File: src/rtl/scp_pkg.sv
package scp_pkg;
  // Control fields in word order, most significant first.
  typedef struct packed {
    logic [1:0] test_mode;
    logic       adj_off;
    logic       adj_go;
    logic       sleep_on;
    logic       edge_pol;
    logic       meas_sel;
    logic       coef_sel;
  } ctrl_t;

  localparam int CTRL_BITS = $bits(ctrl_t);

  typedef enum logic [1:0] {
    OPM_FALL_CONV = 2'd0,
    OPM_RISE_CONV = 2'd1,
    OPM_NEG_REF   = 2'd2,
    OPM_POS_REF   = 2'd3
  } opm_e;
endpackage

File: src/rtl/scp_sync.sv
module scp_sync #(
  parameter int W      = 3,
  parameter int STAGES = 2
) (
  input  logic         clk,
  input  logic         rst_n,
  input  logic [W-1:0] d,
  output logic [W-1:0] q
);
  logic [W-1:0] stg [STAGES];

  always_ff @(posedge clk or negedge rst_n) begin
    if (!rst_n) stg[0] <= '0;
    else        stg[0] <= d;
  end

  for (genvar k = 1; k < STAGES; k++) begin : g_stage
    always_ff @(posedge clk or negedge rst_n) begin
      if (!rst_n) stg[k] <= '0;
      else        stg[k] <= stg[k-1];
    end
  end

  assign q = stg[STAGES-1];
endmodule

File: src/rtl/scp_frame_rx.sv
module scp_frame_rx #(
  parameter int             WORD_BITS  = 16,
  parameter int             ADDR_BITS  = 7,
  parameter logic [ADDR_BITS-1:0] ADDR_MASK  = 7'h7E,
  parameter logic [ADDR_BITS-1:0] ADDR_VALUE = 7'h3E
) (
  input  logic                 clk,
  input  logic                 rst_n,
  input  logic                 en_s,
  input  logic                 sclk_s,
  input  logic                 sdat_s,
  output logic                 commit,
  output logic [WORD_BITS-1:0] word,
  output logic                 ack
);
  localparam int CNT_W = $clog2(WORD_BITS + 1);
  localparam logic [CNT_W-1:0] LAST_IDX = CNT_W'(WORD_BITS - 1);
  localparam logic [CNT_W-1:0] FULL_CNT = CNT_W'(WORD_BITS);

  logic                 sclk_q;
  logic                 rise, fall;
  logic [CNT_W-1:0]     cnt;
  logic [WORD_BITS-1:0] shreg;
  logic [WORD_BITS-1:0] next_word;
  logic                 armed;
  logic                 addr_ok;

  assign rise      = sclk_s & ~sclk_q;
  assign fall      = ~sclk_s & sclk_q;
  assign next_word = {sdat_s, shreg[WORD_BITS-1:1]};
  assign addr_ok   = ((next_word[ADDR_BITS-1:0] & ADDR_MASK) == ADDR_VALUE);
  assign commit    = en_s & rise & (cnt == LAST_IDX) & addr_ok;
  assign word      = next_word;

  always_ff @(posedge clk or negedge rst_n) begin
    if (!rst_n) sclk_q <= 1'b0;
    else        sclk_q <= sclk_s;
  end

  always_ff @(posedge clk or negedge rst_n) begin
    if (!rst_n) begin
      cnt   <= '0;
      shreg <= '0;
      armed <= 1'b0;
      ack   <= 1'b0;
    end else if (!en_s) begin
      cnt   <= '0;
      armed <= 1'b0;
      ack   <= 1'b0;
    end else begin
      if (rise && (cnt < FULL_CNT)) begin
        shreg <= next_word;
        cnt   <= cnt + 1'b1;
      end
      if (commit)        armed <= 1'b1;
      if (fall && armed) ack   <= 1'b1;
    end
  end


  count_bound_chk: assert property (@(posedge clk) disable iff (!rst_n)
    cnt <= FULL_CNT);


  ack_after_commit_chk: assert property (@(posedge clk) disable iff (!rst_n)
    commit |=> !ack);


  ack_on_fall_chk: assert property (@(posedge clk) disable iff (!rst_n)
    $rose(ack) |-> ($past(sclk_q) && !$past(sclk_s)));


  ack_release_chk: assert property (@(posedge clk) disable iff (!rst_n)
    !en_s |=> !ack);
endmodule

File: src/rtl/scp_ctrl_reg.sv
module scp_ctrl_reg
  import scp_pkg::*;
#(
  parameter int             WORD_BITS  = 16,
  parameter int             ADDR_BITS  = 7,
  parameter logic [ADDR_BITS-1:0] ADDR_MASK  = 7'h7E,
  parameter logic [ADDR_BITS-1:0] ADDR_VALUE = 7'h3E
) (
  input  logic                 clk,
  input  logic                 rst_n,
  input  logic                 commit,
  input  logic [WORD_BITS-1:0] word,
  output ctrl_t                ctrl,
  output opm_e                 opm
);
  localparam int FIELD_LSB = WORD_BITS - CTRL_BITS;

  always_ff @(posedge clk or negedge rst_n) begin
    if (!rst_n)      ctrl <= '0;
    else if (commit) ctrl <= ctrl_t'(word[WORD_BITS-1:FIELD_LSB]);
  end

  always_comb begin
    unique case ({ctrl.meas_sel, ctrl.edge_pol})
      2'b00:   opm = OPM_FALL_CONV;
      2'b01:   opm = OPM_RISE_CONV;
      2'b10:   opm = OPM_NEG_REF;
      default: opm = OPM_POS_REF;
    endcase
  end


  hold_chk: assert property (@(posedge clk) disable iff (!rst_n)
    !commit |=> $stable(ctrl));


  addr_gate_chk: assert property (@(posedge clk) disable iff (!rst_n)
    commit |-> ((word[ADDR_BITS-1:0] & ADDR_MASK) == ADDR_VALUE));


  mode_track_chk: assert property (@(posedge clk) disable iff (!rst_n)
    ($stable(ctrl.meas_sel) && $stable(ctrl.edge_pol)) |-> $stable(opm));
endmodule

File: src/rtl/serial_ctrl_port.sv
module serial_ctrl_port
  import scp_pkg::*;
#(
  parameter int             WORD_BITS   = 16,
  parameter int             ADDR_BITS   = 7,
  parameter logic [ADDR_BITS-1:0] ADDR_MASK   = 7'h7E,
  parameter logic [ADDR_BITS-1:0] ADDR_VALUE  = 7'h3E,
  parameter int             SYNC_STAGES = 2
) (
  input  logic       clk,
  input  logic       rst_n,
  input  logic       ser_en,
  input  logic       ser_clk,
  input  logic       ser_dat,
  output logic       ack_pull,
  output logic [1:0] test_mode,
  output logic       adj_off,
  output logic       adj_go,
  output logic       sleep_on,
  output logic       edge_pol,
  output logic       meas_sel,
  output logic       coef_sel,
  output logic [1:0] op_mode
);
  logic [2:0]           raw_in, sync_out;
  logic                 commit;
  logic [WORD_BITS-1:0] word;
  ctrl_t                ctrl;
  opm_e                 opm;

  assign raw_in = {ser_en, ser_clk, ser_dat};

  scp_sync #(.W(3), .STAGES(SYNC_STAGES)) u_sync (
    .clk(clk), .rst_n(rst_n), .d(raw_in), .q(sync_out)
  );

  scp_frame_rx #(
    .WORD_BITS(WORD_BITS), .ADDR_BITS(ADDR_BITS),
    .ADDR_MASK(ADDR_MASK), .ADDR_VALUE(ADDR_VALUE)
  ) u_rx (
    .clk(clk), .rst_n(rst_n),
    .en_s(sync_out[2]), .sclk_s(sync_out[1]), .sdat_s(sync_out[0]),
    .commit(commit), .word(word), .ack(ack_pull)
  );

  scp_ctrl_reg #(
    .WORD_BITS(WORD_BITS), .ADDR_BITS(ADDR_BITS),
    .ADDR_MASK(ADDR_MASK), .ADDR_VALUE(ADDR_VALUE)
  ) u_reg (
    .clk(clk), .rst_n(rst_n), .commit(commit), .word(word),
    .ctrl(ctrl), .opm(opm)
  );

  assign test_mode = ctrl.test_mode;
  assign adj_off   = ctrl.adj_off;
  assign adj_go    = ctrl.adj_go;
  assign sleep_on  = ctrl.sleep_on;
  assign edge_pol  = ctrl.edge_pol;
  assign meas_sel  = ctrl.meas_sel;
  assign coef_sel  = ctrl.coef_sel;
  assign op_mode   = opm;
endmodule

File: config.mk
export PLATFORM = sky130hd
export DESIGN_NAME = serial_ctrl_port
export DESIGN_NICKNAME = d
export VERILOG_FILES = /design/src/rtl/scp_pkg.sv /design/src/rtl/scp_sync.sv /design/src/rtl/scp_frame_rx.sv /design/src/rtl/scp_ctrl_reg.sv /design/src/rtl/serial_ctrl_port.sv
export SDC_FILE = /design/constraint.sdc
export NUM_CORES = 1
export LEC_CHECK = 0
export BUFFER_PORTS_ARGS = -buffer_cell sky130_fd_sc_hd__clkbuf_2
export CORE_MARGIN = 2
export CORE_UTILIZATION = 50
export DETAILED_ROUTE_END_ITERATION = 12
export PLACE_DENSITY = 0.79
export SYNTH_ARGS = -nofsm -noshare
export SYNTH_HDL_FRONTEND = slang
export SYNTH_SLANG_ARGS = --single-unit
File: constraint.sdc
create_clock -name clk -period 4.2 [get_ports clk]
set_input_delay 0.84 -clock clk [delete_from_list [all_inputs] [get_ports clk]]
set_output_delay 0.84 -clock clk [all_outputs]
set_load 0.02 [all_outputs]
Word level (Yosys, flattened, before mapping)
Cells that the tools add are included.
{"block": "word_totals", "word_cells": 41, "inputBits": 5, "out_inout_bits": 11, "register_bits": 38}
{"block": "op_classes", "addsub": 1, "order_cmp": 1, "n_reduce_logical": 4, "eq_ne": 7, "n_bitwise": 7, "muxes": 7}
{"cell": "$mux 5", "count": 2}
{"cell": "$eq 6x5->1 const B", "count": 1}
{"cell": "$pmux 2 s3", "count": 1}
{"cell": "$add 5x1->5 const B", "count": 1}
{"cell": "$and 1x1->1", "count": 5}
{"cell": "$eq 5x4->1 const B", "count": 1}
{"cell": "$lt 5x5->1 const B", "count": 1}
{"cell": "$mux 1", "count": 4}
{"cell": "$ne 2x1->1 const B", "count": 2}
{"cell": "$eq 2x1->1 const B", "count": 1}
{"cell": "$eq 2x2->1 const B", "count": 1}
{"cell": "$logic_and 1x1->1", "count": 2}
{"cell": "$logic_not 2->1", "count": 1}
{"cell": "$ne 2x2->1 const B", "count": 1}
{"cell": "$not 1->1", "count": 2}
{"cell": "$reduce_and 2->1", "count": 1}

Longest topological paths before layout
Gate-level depths: netlist (run 1).
{"block": "depth", "ltp_word": 7, "ltp_mapped": 6, "ltp_nobuf": 6}

Hierarchy
From an unflattened synthesis (run 1), not the netlist that was laid out.
{"block": "hier_totals", "cells_unflattened": 97, "hier_area_um2": 1547.7}
{"mod": "scp_frame_rx", "area_each_um2": 1036.0, "instances": 1, "cells_per_inst": 69}
{"mod": "scp_ctrl_reg", "area_each_um2": 339.1, "instances": 1, "cells_per_inst": 19}
{"mod": "scp_sync", "area_each_um2": 172.7, "instances": 1, "cells_per_inst": 9}

Worst setup path after synthesis (run 1)
No wires, ideal clock.
{"block": "synth_path", "path_type": "register -> register", "from": "register u_rx.cnt[0]", "to": "register, netlist name u_reg.ctrl[0]", "slack_ns": 2.379, "synth_period_minus_slack_ns": 1.821, "arrival_time_ns": 1.696, "setup_ns": 0.125, "required_time_ns": 4.075, "path_stages_with_launch": 7, "cell_sequence": "dfrtp_1 ha_1 and3_1 ha_1 nand4b_1 nor3_2 mux2_2"}
{"block": "synth_between", "elab_chain_len": 3}
{"item": "start: declaration", "line_no": "scp_frame_rx.sv:22", "text": "logic [CNT_W-1:0] cnt;"}
{"item": "start signal: assignment", "line_no": "scp_frame_rx.sv:53", "text": "cnt <= cnt + 1'b1;"}
{"item": "$eq 5x4->1", "line_no": "scp_frame_rx.sv:32", "text": "assign commit = en_s & rise & (cnt == LAST_IDX) & addr_ok;"}
{"item": "$and 1x1->1 (2 in series)", "line_no": "scp_frame_rx.sv:32"}
No other way between the ends.
A chain may end at the register's enable or synchronous reset.

Worst setup path in the final report (run 1)
{"block": "layout_path", "from": "register u_rx.cnt[0]", "to": "register, netlist name u_reg.ctrl[0]"}
{"block": "layout_between", "elab_chain_len": 3}
{"item": "$eq 5x4->1", "line_no": "scp_frame_rx.sv:32"}
{"item": "$and 1x1->1 (2 in series)", "line_no": "scp_frame_rx.sv:32"}
No other way between the ends.

==> run summary, run 1 <==
Simple-Gate Fraction of Synth Area -> 8.49%
synthesized area per cell -> 15.2 um2
distinct cell type count after synthesis -> 24
M1 WL -> 898 um
Power, Total -> 0.640 mW
ratio of cells with drive above 1 in the final layout -> 42.7%
register area -> 901 um2
crit share post-route -> 48.8%
Post-Synth XOR/XNOR Area -> 0.632%
GRT overflow -> 0
post-synth top area cell -> dfrtp_1
top post-synthesis cells by area -> dfrtp_1 (65%), mux2_2 (18%), ha_1 (1.8%)
WL per Instance -> 13.2 um
Switch Pwr -> 0.152 mW
post-route setup TNS -> 0 ps
post-synthesis sequential area ratio -> 65.0%
cells after synthesis -> 91
Pint -> 0.488 mW
Yosys Warn Count -> 0
total clock buffers created by CTS -> 5
Clk network pwr share -> 26.9%
post-synth top area share -> 65.0%
post-CTS setup buffers -> 0
sequential share of power -> 64.6%
CP required -> 4410 ps
vias in the first global route -> 725
Iteration-0 DRC Markers -> 6
status -> complete, no violations
Synth Area in Compound Gates -> 2.44%
via count -> 738
DIE HEIGHT -> 56.6 um
Slew @ Worst Pin -> 861 ps
TritonCTS Sinks -> 36
power density cells -> 420 mW/mm2
# IOs -> 16
CTS-repair resized insts -> 0
CP Max Fanout -> 9
Final min period -> 2050 ps
final setup vio count -> 0
final net count -> 116
post-route ant nets -> 0
cell chain of the critical path -> ha_1 -> and3_1 -> ha_1 -> nand4b_1 -> nor3_2 -> mux2_2
#FFs+latches synth -> 36
CTS Buffer Depth -> 2
uppermost routed layer -> met4
peak supply drop -> 0.000308 V
antenna violations before repair -> 0
GP Congestion -> 0.682
hold path depth -> 0
Hold Buf Count CTS -> 0
CTS H-tree lvls -> 2
family with the most delay on the worst path -> simple AND/OR/NAND/NOR gates
Via density -> 5.23
Critical Path AT -> 2260 ps
Multi-input gate area -> 443 um2
worst r2r src -> u_rx.cnt[0]
DRC -> 0
HP Class -> reg2reg
DRT Pass-1 Iters -> 4
mux share of post-synthesis cell area -> 18.6%
wire length on met2 -> 852 um
clk_skew -> 15.9 ps
Adder-Cell Fraction of Synth Area -> 1.81%
Max Transition Viols Final -> 0
die span in x -> 56.6 um
Final Hold Fails -> 0
core area -> 0.00269 mm2
CTS tree -> yes
antenna cells -> 0
largest net degree at the start of global routing -> 37
Sw Share -> 23.8%
Layout area overhead -> 9.94%
Startpoint Class -> flop
Post-Syn Nets -> 98
Syn Std Cell Area -> 0.00139 mm2
CP Capture Type -> flop
global-route usage over all layers -> 13.6%
Worst-Skew Late Latency -> 330 ps
global-route wire length before repair -> 3220 um
f_max -> 488 MHz
# rows -> 19
Crit path top cell by count -> ha_1
Root Driver -> clkbuf_4
Initial Util -> 51.6%
number of fillers in the final layout -> 219
Critical-path top delay cell -> nor3_2
max_cap viols -> 0
worst reg2reg path depth -> 6
largest family of logic cells by synthesized area -> multiplexers
RSZ-0062 raised after global routing -> no
critical path class -> reg2reg
HPWL after DPL -> 1250 um
Worst Hold Launch -> u_sync.stg[5]
slowest stage delay, CP -> 580 ps
full die area -> 0.00321 mm2
Hold Path End -> u_sync.q[2]
register-to-register setup slack -> 2150 ps
number of port buffers -> 15
Final Routed Wirelength -> 1860 um
max_slew headroom -> 42.6%
RR Endpoint -> u_reg.ctrl[0]
worst path bufs/invs -> 0
Comb power frac -> 8.5%
met3 WL -> 90 um
Leakage -> 0.772 nW
CTS clk-pin slew, worst paths -> 100 ps
cell usage after synthesis:
library cell,number
xnor2_1,1
nor2_8,1
ha_1,2
nand2_1,1
nand4b_1,1
nor2_1,3
or3b_1,1
or3_1,2
o21ai_0,1
nand3b_1,1
inv_1,3
or2_2,1
and4bb_2,1
a31oi_1,1
a21oi_1,3
and3_1,1
mux2_2,22
mux2i_1,1
dfrtp_1,36
a21o_1,1
clkbuf_1,2
nand3_1,2
nor3_2,1
buf_6,2
flip-flops by register name, summed over array words and instances, names as in the netlist:
signal,count
u_reg.ctrl,8
u_sync.stg,3
u_rx.ack,1
u_rx.armed,1
u_rx.shreg,14
u_rx.sclk_q,1
u_rx.cnt,5
u_sync.q,3
kinds of logic (layout without fill, tap and decap cells):
group,after synthesis,count (layout)
fa+ha+maj,2,2
simple gates,16,16
compound gates,6,6
xor+xnor,1,1
mux,23,23
flops,36,36
buf+inv,7,26
layout by cell type, fill, tap and decap left out, types with 2 or more instances in the layout:
cell,netlist,final
or3_1,2,2
nor2_1,3,3
inv_1,3,3
dfrtp_1,36,36
clkbuf_4,0,5
clkbuf_1,2,2
nand3_1,2,2
a21oi_1,3,3
clkbuf_2,0,15
ha_1,2,2
mux2_2,22,22
metal layers:
layer  global-route usage, %  up-vias
met4                    6.12        0
li1                        -      352
met1                    16.7      372
met2                    20.3       12
met5                       0        -
met3                    6.45        2
power by group through the flow:
| stage | sequential [mW] | clock, mW | combinational [mW] |
|---|---|---|---|
| floorplan | 0.412 | 0 | 0.0446 |
| global placement | 0.419 | 0 | 0.0530 |
| detailed placement | 0.421 | 0 | 0.0556 |
| CTS | 0.414 | 0.181 | 0.0559 |
| global route | 0.420 | 0.194 | 0.0591 |
| finish | 0.413 | 0.172 | 0.0544 |
stage by stage:
| stage | hold WS [ps] | cells | cell area (um2) | setup slack (ps) | util, % |
|---|---|---|---|---|---|
| global route | 367 | 141 | 1520 | 1930 | 56.7 |
| floorplan | 331 | 91 | 1390 | 2380 | - |
| global placement | 335 | 133 | 1470 | 2170 | 54.7 |
| CTS | 361 | 141 | 1520 | 2090 | 56.7 |
| finish | 357 | 141 | 1520 | 2150 | 56.7 |
| detailed placement | 336 | 133 | 1470 | 2120 | 54.7 |
final cells by class:
type | instances | area share [%]
Sequential cell | 36 | 59.2
Clock inverter | 1 | 0.575
Inverter | 3 | 0.740
Multi-Input combinational cell | 48 | 29.1
Clock buffer | 7 | 2.96
Tap cell | 31 | 2.55
Timing Repair Buffer | 15 | 4.93
how the worst max path moves through the flow:
stage	cells after the start	endpoint	from	slack, ps
floorplan	6	u_reg.ctrl[0]	u_rx.cnt[0]	2380
global placement	6	u_reg.ctrl[5]	u_rx.cnt[0]	2170
detailed placement	6	u_reg.ctrl[0]	u_rx.cnt[0]	2120
CTS	6	u_reg.ctrl[0]	u_rx.cnt[0]	2090
global route	6	u_reg.ctrl[0]	u_rx.cnt[0]	1930
finish	6	u_reg.ctrl[0]	u_rx.cnt[0]	2150
Note: power is estimated with default switching activity, not from simulation.
==> inputs of run 2 (changes only) <==
PLACE_DENSITY = 0.82   (was 0.79)
clock period = 1.6 ns   (was 4.2 ns; I/O delays follow)
==> run summary, run 2 (synthesized netlist as in run 1, its figures left out) <==
die span in x -> 56.6 um
CP Max Fanout -> 7
global-route usage over all layers -> 15.9%
fin util -> 64.2%
WHS -> 94.7 ps
clk_skew -> 10.8 ps
Top reg by flops -> u_rx.shreg
Critical-path top delay cell -> dfrtp_1
Worst-Skew Late Latency -> 330 ps
slowest stage delay, CP -> 370 ps
Layout area overhead -> 24.6%
Multi-input gate area -> 509 um2
Iteration-0 DRC Markers -> 10
antenna cells -> 0
cell chain of the critical path -> ha_2 -> and3_4 -> ha_4 -> nand4b_1 -> nor3_4 -> buf_6 -> mux2_2
register area -> 901 um2
Leakage -> 0.876 nW
post-route ant nets -> 0
peak supply drop -> 0.000850 V
Max Transition Viols Final -> 0
Startpoint Class -> flop
Via density -> 5.35
largest net degree at the start of global routing -> 21
Final Routed Wirelength -> 2330 um
DRC -> 0
CP required -> 1830 ps
CP Capture Type -> flop
WL per Instance -> 15.2 um
f_max -> 562 MHz
via count -> 818
# IOs -> 16
setup ws final -> -179 ps
post-route setup TNS -> -1380 ps
HPWL after DPL -> 1470 um
number of fillers in the final layout -> 199
ratio of cells with drive above 1 in the final layout -> 53.3%
max_cap viols -> 0
full die area -> 0.00321 mm2
pre-CTS setup slack -> -166 ps
core area -> 0.00269 mm2
RSZ-0062 raised after global routing -> yes
most common cell after layout, fill and taps aside -> dfrtp_1
TritonCTS Sinks -> 36
Critical Path AT -> 2010 ps
max_slew headroom -> 69.3%
Largest register FFs -> 14
status -> finished, violations left
total clock buffers created by CTS -> 5
HP Class -> in2reg
CTS Buffer Depth -> 2
Largest regs -> u_rx.shreg: 14 flops, u_reg.ctrl: 8 flops, u_rx.cnt: 5 flops
CTS H-tree lvls -> 2
critical path class -> reg2reg
vias in the first global route -> 847
Final min period -> 1780 ps
number of port buffers -> 15
GRT overflow -> 0
commonest cells after routing, fill and taps aside -> dfrtp_1 (36), mux2_2 (16), clkbuf_2 (15)
GP Congestion -> 0.743
CTS clk-pin slew, worst paths -> 100 ps
# rows -> 19
DRT Pass-1 Iters -> 4
Slew @ Worst Pin -> 461 ps
global-route wire length before repair -> 3710 um
final net count -> 129
final setup vio count -> 8
CTS tree -> yes
crit share post-route -> 111%
Initial Util -> 51.6%
power density cells -> 1050 mW/mm2
Final Hold Fails -> 0
failing checks -> negative setup slack
DIE HEIGHT -> 56.6 um
Root Driver -> clkbuf_4
antenna violations before repair -> 0
-- run 2: metrics by stage --
stage          area (um2)  power (mW)  instances
3_5_place_dp         1560        1.27        142
3_3_place_gp         1560        1.26        142
5_1_grt              1730        1.89        153
6_report             1730        1.81        153
4_1_cts              1660        1.79        152
2_1_floorplan        1390        1.20         91
-- run 2: report_power, final --
| part | switching [mW] | internal [mW] |
|---|---|---|
| Sequential | 0.0768 | 1.02 |
| Clock | 0.268 | 0.249 |
| Combinational | 0.0687 | 0.127 |
| Total | 0.414 | 1.39 |
-- run 2: final timing paths --
| path | start | endpoint | slack, ps | cells after the start |
|---|---|---|---|---|
| worst max-delay path | u_rx.cnt[1] | u_reg.ctrl[5] | -180 | 7 |
| worst min-delay path | ser_clk | u_sync.stg[4] | 90 | 1 |
| worst max register to register | u_rx.cnt[1] | u_reg.ctrl[5] | -180 | 7 |
| worst min register to register | u_sync.stg[4] | u_sync.q[1] | 360 | 0 |
| max in group asynchronous | rst_n | u_rx.shreg[5] | 690 | 3 |
| min in group asynchronous | rst_n | u_rx.shreg[15] | 460 | 2 |
-- run 2: area by class of cell --
| cell class | count | area share [%] |
|---|---|---|
| Timing Repair Buffer | 27 | 11.6 |
| Inverter | 3 | 0.653 |
| Multi-Input combinational cell | 49 | 29.5 |
| Tap cell | 31 | 2.25 |
| Clock buffer | 7 | 3.77 |
| Sequential cell | 36 | 52.2 |
-- run 2: timing repair --
action                                 CTS  global route
setup endpoints to repair               23            18
hold buffers                             1             0
gates cloned                             1             0
gates resized for setup                  2            12
setup buffers                            1             1
endpoints found under the hold margin   16             0
pin swaps                                1             3
-- run 2: layer usage --
metal / global-route usage, % / part of all wire, % / up-vias
met5: 0 / 0 / -
met4: 10.9 / 3.3 / 0
met3: 5.30 / 5.0 / 11
met2: 23.6 / 48 / 21
met1: 19.7 / 44 / 408
li1: - / - / 378
-- run 2: worst max-delay path, delay by kind of cell (launching register included) --
family | cells | cell delay (ps)
adder cells (fa/ha/maj) | 2 | 300
multiplexers | 1 | 330
AND/OR/NAND/NOR | 3 | 510
buffers and inverters | 1 | 160
flip-flops | 1 | 370
